--- src/rtl/flash_stat_pkg.sv ---
package flash_stat_pkg;

  typedef enum logic [1:0] {
    OP_PROG        = 2'b00,
    OP_SECT_ERASE  = 2'b01,
    OP_CHIP_ERASE  = 2'b10
  } op_kind_e;

  typedef enum logic [1:0] {
    M_IDLE  = 2'd0,
    M_PROG  = 2'd1,
    M_ERASE = 2'd2,
    M_SUSP  = 2'd3
  } stat_mode_e;

  function automatic stat_mode_e pick_mode(input logic busy, input logic [1:0] kind,
                                           input logic susp);
    stat_mode_e m;
    if (busy && kind == OP_PROG)  m = M_PROG;
    else if (susp)                m = M_SUSP;
    else if (busy)                m = M_ERASE;
    else                          m = M_IDLE;
    return m;
  endfunction

endpackage

--- src/rtl/flash_sect_hit.sv ---
module flash_sect_hit #(
  parameter int AW = 12,
  parameter int SW = 3
) (
  input  logic [AW-1:0]      rd_addr,
  input  logic [(1<<SW)-1:0] erase_map,
  input  logic               chip_all,
  output logic               hit
);
  localparam int NSECT = 1 << SW;

  logic [SW-1:0] sect_idx;
  logic [NSECT-1:0] sel;

  assign sect_idx = rd_addr[AW-1 -: SW];

  for (genvar g = 0; g < NSECT; g++) begin : g_sel
    assign sel[g] = (sect_idx == SW'(g)) && erase_map[g];
  end

  assign hit = chip_all || (|sel);
endmodule

--- src/rtl/flash_flag_toggles.sv ---
module flash_flag_toggles (
  input  logic clk,
  input  logic rst_n,
  input  logic op_start,
  input  logic adv6,
  input  logic adv2,
  output logic eff6,
  output logic eff2
);
  logic q6, q2;

  assign eff6 = op_start ? 1'b0 : q6;
  assign eff2 = op_start ? 1'b0 : q2;

  always_ff @(posedge clk) begin
    if (!rst_n) begin
      q6 <= 1'b0;
      q2 <= 1'b0;
    end else begin
      q6 <= eff6 ^ adv6;
      q2 <= eff2 ^ adv2;
    end
  end

  // each counted read flips the bit-6 toggle
  p_tog6_adv_r4: assert property (@(posedge clk) disable iff (!rst_n)
    adv6 && !op_start |=> q6 != $past(q6));

  // a start with no read leaves both toggles cleared
  p_start_clear_r9: assert property (@(posedge clk) disable iff (!rst_n)
    op_start && !adv6 && !adv2 |=> !q6 && !q2);

  // a start with a counted read leaves bit-6 toggle at one
  p_start_read_r9: assert property (@(posedge clk) disable iff (!rst_n)
    op_start && adv6 |=> q6);
endmodule

--- src/rtl/flash_stat_compose.sv ---
module flash_stat_compose
  import flash_stat_pkg::*;
(
  input  stat_mode_e  mode,
  input  logic        hit,
  input  logic        prog_bit7,
  input  logic        timeout,
  input  logic        eff6,
  input  logic        eff2,
  input  logic [7:0]  arr_data,
  output logic [7:0]  byte_out
);
  always_comb begin
    byte_out = 8'h00;
    unique case (mode)
      M_IDLE:  byte_out = arr_data;
      M_PROG:  byte_out = {~prog_bit7, eff6, timeout, 2'b00, 1'b1, 2'b00};
      M_ERASE: byte_out = hit ? {1'b0, eff6, timeout, 2'b00, eff2, 2'b00} : 8'h00;
      M_SUSP:  byte_out = hit ? {1'b1, 1'b1, 1'b0, 2'b00, eff2, 2'b00} : arr_data;
      default: byte_out = 8'h00;
    endcase
  end
endmodule

--- src/rtl/flash_status_mux.sv ---
module flash_status_mux
  import flash_stat_pkg::*;
#(
  parameter int AW = 12,
  parameter int SW = 3
) (
  input  logic               clk,
  input  logic               rst_n,
  input  logic               op_start,
  input  logic               op_busy,
  input  logic [1:0]         op_kind,
  input  logic               op_susp,
  input  logic               op_timeout,
  input  logic               prog_bit7,
  input  logic [(1<<SW)-1:0] erase_map,
  input  logic [7:0]         arr_data,
  input  logic               rd_valid,
  output logic               rd_ready,
  input  logic [AW-1:0]      rd_addr,
  output logic               rsp_valid,
  input  logic               rsp_ready,
  output logic [7:0]         rsp_data
);
  stat_mode_e mode;
  logic accept, hit, chip_all, eff6, eff2, adv6, adv2;
  logic [7:0] next_byte;

  assign mode     = pick_mode(op_busy, op_kind, op_susp);
  assign chip_all = (op_kind == OP_CHIP_ERASE);
  assign rd_ready = !rsp_valid || rsp_ready;
  assign accept   = rd_valid && rd_ready;
  assign adv6     = accept && (mode == M_PROG || mode == M_ERASE);
  assign adv2     = accept && hit && (mode == M_ERASE || mode == M_SUSP);

  flash_sect_hit #(.AW(AW), .SW(SW)) u_hit (
    .rd_addr(rd_addr), .erase_map(erase_map), .chip_all(chip_all), .hit(hit)
  );

  flash_flag_toggles u_tog (
    .clk(clk), .rst_n(rst_n), .op_start(op_start),
    .adv6(adv6), .adv2(adv2), .eff6(eff6), .eff2(eff2)
  );

  flash_stat_compose u_cmp (
    .mode(mode), .hit(hit), .prog_bit7(prog_bit7), .timeout(op_timeout),
    .eff6(eff6), .eff2(eff2), .arr_data(arr_data), .byte_out(next_byte)
  );

  always_ff @(posedge clk) begin
    if (!rst_n) begin
      rsp_valid <= 1'b0;
      rsp_data  <= 8'h00;
    end else if (accept) begin
      rsp_valid <= 1'b1;
      rsp_data  <= next_byte;
    end else if (rsp_ready) begin
      rsp_valid <= 1'b0;
    end
  end

  // idle reads pass the array byte
  p_idle_pass_r1: assert property (@(posedge clk) disable iff (!rst_n)
    accept && !op_busy && !op_susp |=> rsp_data == $past(arr_data));

  // program polling bit is the inverse of the written bit
  p_prog_poll_r2: assert property (@(posedge clk) disable iff (!rst_n)
    accept && op_busy && op_kind == 2'b00 |=> rsp_data[7] != $past(prog_bit7));

  // unmarked sector during sector erase reads zero
  p_outside_zero_r7: assert property (@(posedge clk) disable iff (!rst_n)
    accept && op_busy && !op_susp && op_kind == 2'b01 && !erase_map[rd_addr[AW-1 -: SW]]
    |=> rsp_data == 8'h00);

  // a stalled response holds
  p_hold_r10: assert property (@(posedge clk) disable iff (!rst_n)
    rsp_valid && !rsp_ready |=> rsp_valid && $stable(rsp_data));

  // an accepted request always yields a response next cycle
  p_accept_resp_r10: assert property (@(posedge clk) disable iff (!rst_n)
    rd_valid && rd_ready |=> rsp_valid);
endmodule

--- config.mk ---
export PLATFORM = sky130hd
export DESIGN_NAME = flash_status_mux
export DESIGN_NICKNAME = d
export VERILOG_FILES = /design/src/rtl/flash_stat_pkg.sv /design/src/rtl/flash_sect_hit.sv /design/src/rtl/flash_flag_toggles.sv /design/src/rtl/flash_stat_compose.sv /design/src/rtl/flash_status_mux.sv
export SDC_FILE = /design/constraint.sdc
export NUM_CORES = 1
export LEC_CHECK = 0
export BUFFER_PORTS_ARGS = -buffer_cell sky130_fd_sc_hd__buf_2
export CORE_MARGIN = 3
export CORE_UTILIZATION = 33
export DETAILED_ROUTE_END_ITERATION = 16
export PLACE_DENSITY = 0.75
export SYNTH_ARGS = -nofsm -noshare
export SYNTH_HDL_FRONTEND = slang
export SYNTH_SLANG_ARGS = --single-unit
--- constraint.sdc ---
create_clock -name clk -period 2.5 [get_ports clk]
set_input_delay 0.25 -clock clk [delete_from_list [all_inputs] [get_ports clk]]
set_output_delay 0.25 -clock clk [all_outputs]
set_load 0.05 [all_outputs]
==> out/results.txt <==
DP HPWL: 1.673 mm
fmax: 0.5747 GHz
TritonCTS Buffers: 3
adder-cell share of the synthesized area: 6.390%
height of the die: 54.72 um
fin crit period: 1740 ps
root buffer cell: clkbuf_4
first-pass GRT wire length: 3.229 mm
vias in the first global route: 795
antenna cells: 0
FP Rows: 17
Fin. Hold Viols: 0
Final Skew: 0.4270 ps
DRC Markers: 0
Final Wtd Congestion: 0.8259
cells after synthesis: 87
Critical Path AT: 1940 ps
total I/O pin count: 49
combinational power share: 36.0%
mux cell area share after synthesis: 9.904%
CP startpoint: op_busy
endpoints failing setup: 0
Post-synth EDFFs: 0
First-pass DRT Iterations: 4
WS Path Type: primary input to flop
fin. max-slew vios: 0
Clk pin slew, worst setup/hold paths: 70 ps
via-per-instance ratio: 5.634
Nets: 169
flop-to-flop setup slack: 1080 ps
CP Launch Type: primary input
Pwr Density: 481.5 nW/um2
outcome: completed
post-route ant nets: 0
Internal: 0.3188 mW
TritonCTS clock tree: yes
Initial Util: 35.07%
largest net degree at the start of global routing: 17
clock network fraction of design power: 24.4%
R2R Path Start: rsp_valid$_SDFFE_PN0P_
Flop pwr share: 39.6%
Initial DRC Count: 19
hold_buf cts: 0
main combinational cell family by area after synthesis: compound AO/OA/AOI/OAI gates
cell count of the worst reg-to-reg path: 4
Critical Path Fanout Max: 8
Synth Net Count: 130
area share of and/or/nand/nor cells after synthesis: 23.64%
share of the yosys chip area belonging to registers: 28.12%
via count: 862
H-tree depth: 1
Synth Area in Compound Gates: 26.52%
Synth Area per Inst: 9.003 um2
full die area: 2994 um2
clk_lat worst skew: 270 ps
Setup crit end: rsp_data[2]$_SDFFE_PN0P_
Max-Cap Viols: 0
CTS Sinks: 11
Total GRT Usage: 15.38%
total negative slack: 0 ps
YS warnings: 0
Crit. End Element: flop
initial antenna violation count: 0
wl on met1: 795 um
area grow syn2layout: 30.35%
RR Endpoint: rsp_data[2]$_SDFFE_PN0P_
Synth area leaders: dfxtp_1 28%, ha_1 6.4%, a32o_1 5.1%
register bit total from synthesis: 11
worst rel slew slack: 55.65%
post-synthesis xor/xnor area fraction: 1.118%
Post-synth ARST share: 0%
Switching Share: 35.15%
number of fill cells: 232
Die X: 54.72 um
top layer used by detailed routing: met4
Post-CTS Setup Repair Bufs: 0
library cells used by synthesis: 37
Max clock buf depth: 2
DR WL met2: 1.052 mm
drt wl/cell: 13.54 um
Post-Route WL: 2.071 mm
total global routing overflow: 0
Switching Power: 0.1728 mW
number of port buffers: 39
Tightest Pin Transition: 663.9 ps
worst hold path class: primary input to flop
Netlist Area Pre-Place: 783.3 um2
Pleak: 0.4877 nW
maximum vdd drop: 342.6 uV
largest area contributor in the netlist: dfxtp_1
post-CTS resize count: 0
Core Footprint: 2233 um2
WHS: 190.1 ps
share of layout cells above drive strength 1: 40.00%
unrepaired setup endpoints after global routing: no
Main synth FF type: dfxtp_1
area fraction of the dominant cell type after synthesis: 28.12%
WP data required: 2700 ps
met3 WL: 191 um
post-route clock period utilization: 69.60%
power groups by stage:
stage                     sequential, mW  clock [mW]  combinational, mW
after floorplan                    0.238           0             0.0823
after global placement             0.198           0              0.171
after detailed placement           0.199           0              0.176
after CTS                          0.195       0.123              0.177
after global routing               0.197       0.136              0.192
final                              0.195       0.120              0.177
per-stage QoR:
stage / cell area, um2 / cells / util [%] / power (mW) / worst slack, ps
global placement: 994.7 / 149 / 44.54 / 0.3694 / 554.5
finish: 1021 / 153 / 45.71 / 0.4916 / 760.0
CTS: 1021 / 153 / 45.71 / 0.4951 / 760.5
global route: 1021 / 153 / 45.71 / 0.5249 / 627.9
floorplan: 783.3 / 87 / - / 0.3200 / 440.0
detailed placement: 994.7 / 149 / 44.54 / 0.3750 / 474.1
placed cells by master, fill, tap and decap left out, drive strengths merged, types with 2 or more instances in the layout:
cell type / instances
a32o: 4
nand2: 6
inv: 4
or2: 2
nand3b: 2
a21o: 3
nor2: 3
ha: 4
buf: 39
and2: 2
nor2b: 5
mux2: 4
dfxtp: 11
o2111ai: 2
clkbuf: 4
o211ai: 2
nand2b: 3
nand3: 6
cell type report:
cell class	instances	area [um2]	share of cell area, %
repair buffers	39	195.2	19.12
multi-input cells	67	529.3	51.84
clock buffers	4	26.28	2.574
inverters	4	15.01	1.471
flip-flops and latches	11	220.2	21.57
well taps	28	35.03	3.431
kinds of logic (layout without fill, tap and decap cells):
family,Yosys count,after routing
compound gates,22,22
flops,11,11
mux,6,6
xor+xnor,1,1
fa+ha+maj,4,4
buf+inv,9,47
simple gates,34,34
Yosys cell counts, types with 2 or more instances:
library cell	n
nand3_1	6
ha_1	4
nor2_1	3
or2_2	2
and2_1	2
nor2b_1	5
a32o_1	4
o2111ai_1	2
nand2_1	6
clkbuf_1	5
nand2b_1	3
o211ai_1	2
dfxtp_1	11
inv_1	4
nand3b_1	2
mux2_2	3
a21o_1	3
layer usage:
layer	up-vias	global-route usage [%]
met2	40	26.77
met5	-	0
li1	405	-
met3	6	5.722
met1	411	16.04
met4	0	7.469
flip-flops by register name, summed over array words and instances (netlist names):
name       flops
u_tog.q2       1
rsp_data       8
rsp_valid      1
u_tog.q6       1
worst max-delay path, cell delays in order:
cell and delay [ps]:
buf_2 100, nor3b_1 130, or2_2 320, inv_1 100, ha_1 340, nor2_1 90, a2bb2oi_1 140, o32a_2 330
o22ai_1 130
worst min-delay path by stage:
stage,slack [ps],to,from,depth (start not counted)
2_1_floorplan,380,rsp_data[0]$_SDFFE_PN0P_,arr_data[0],1
3_3_place_gp,460,rsp_data[4]$_SDFFE_PN0P_,arr_data[4],2
3_5_place_dp,470,rsp_data[6]$_SDFFE_PN0P_,rsp_data[6]$_SDFFE_PN0P_,2
4_1_cts,190,rsp_data[4]$_SDFFE_PN0P_,arr_data[4],2
5_1_grt,180,rsp_data[4]$_SDFFE_PN0P_,arr_data[4],2
6_report,190,rsp_data[4]$_SDFFE_PN0P_,arr_data[4],2
No activity file was read; power rests on OpenSTA's default activity.
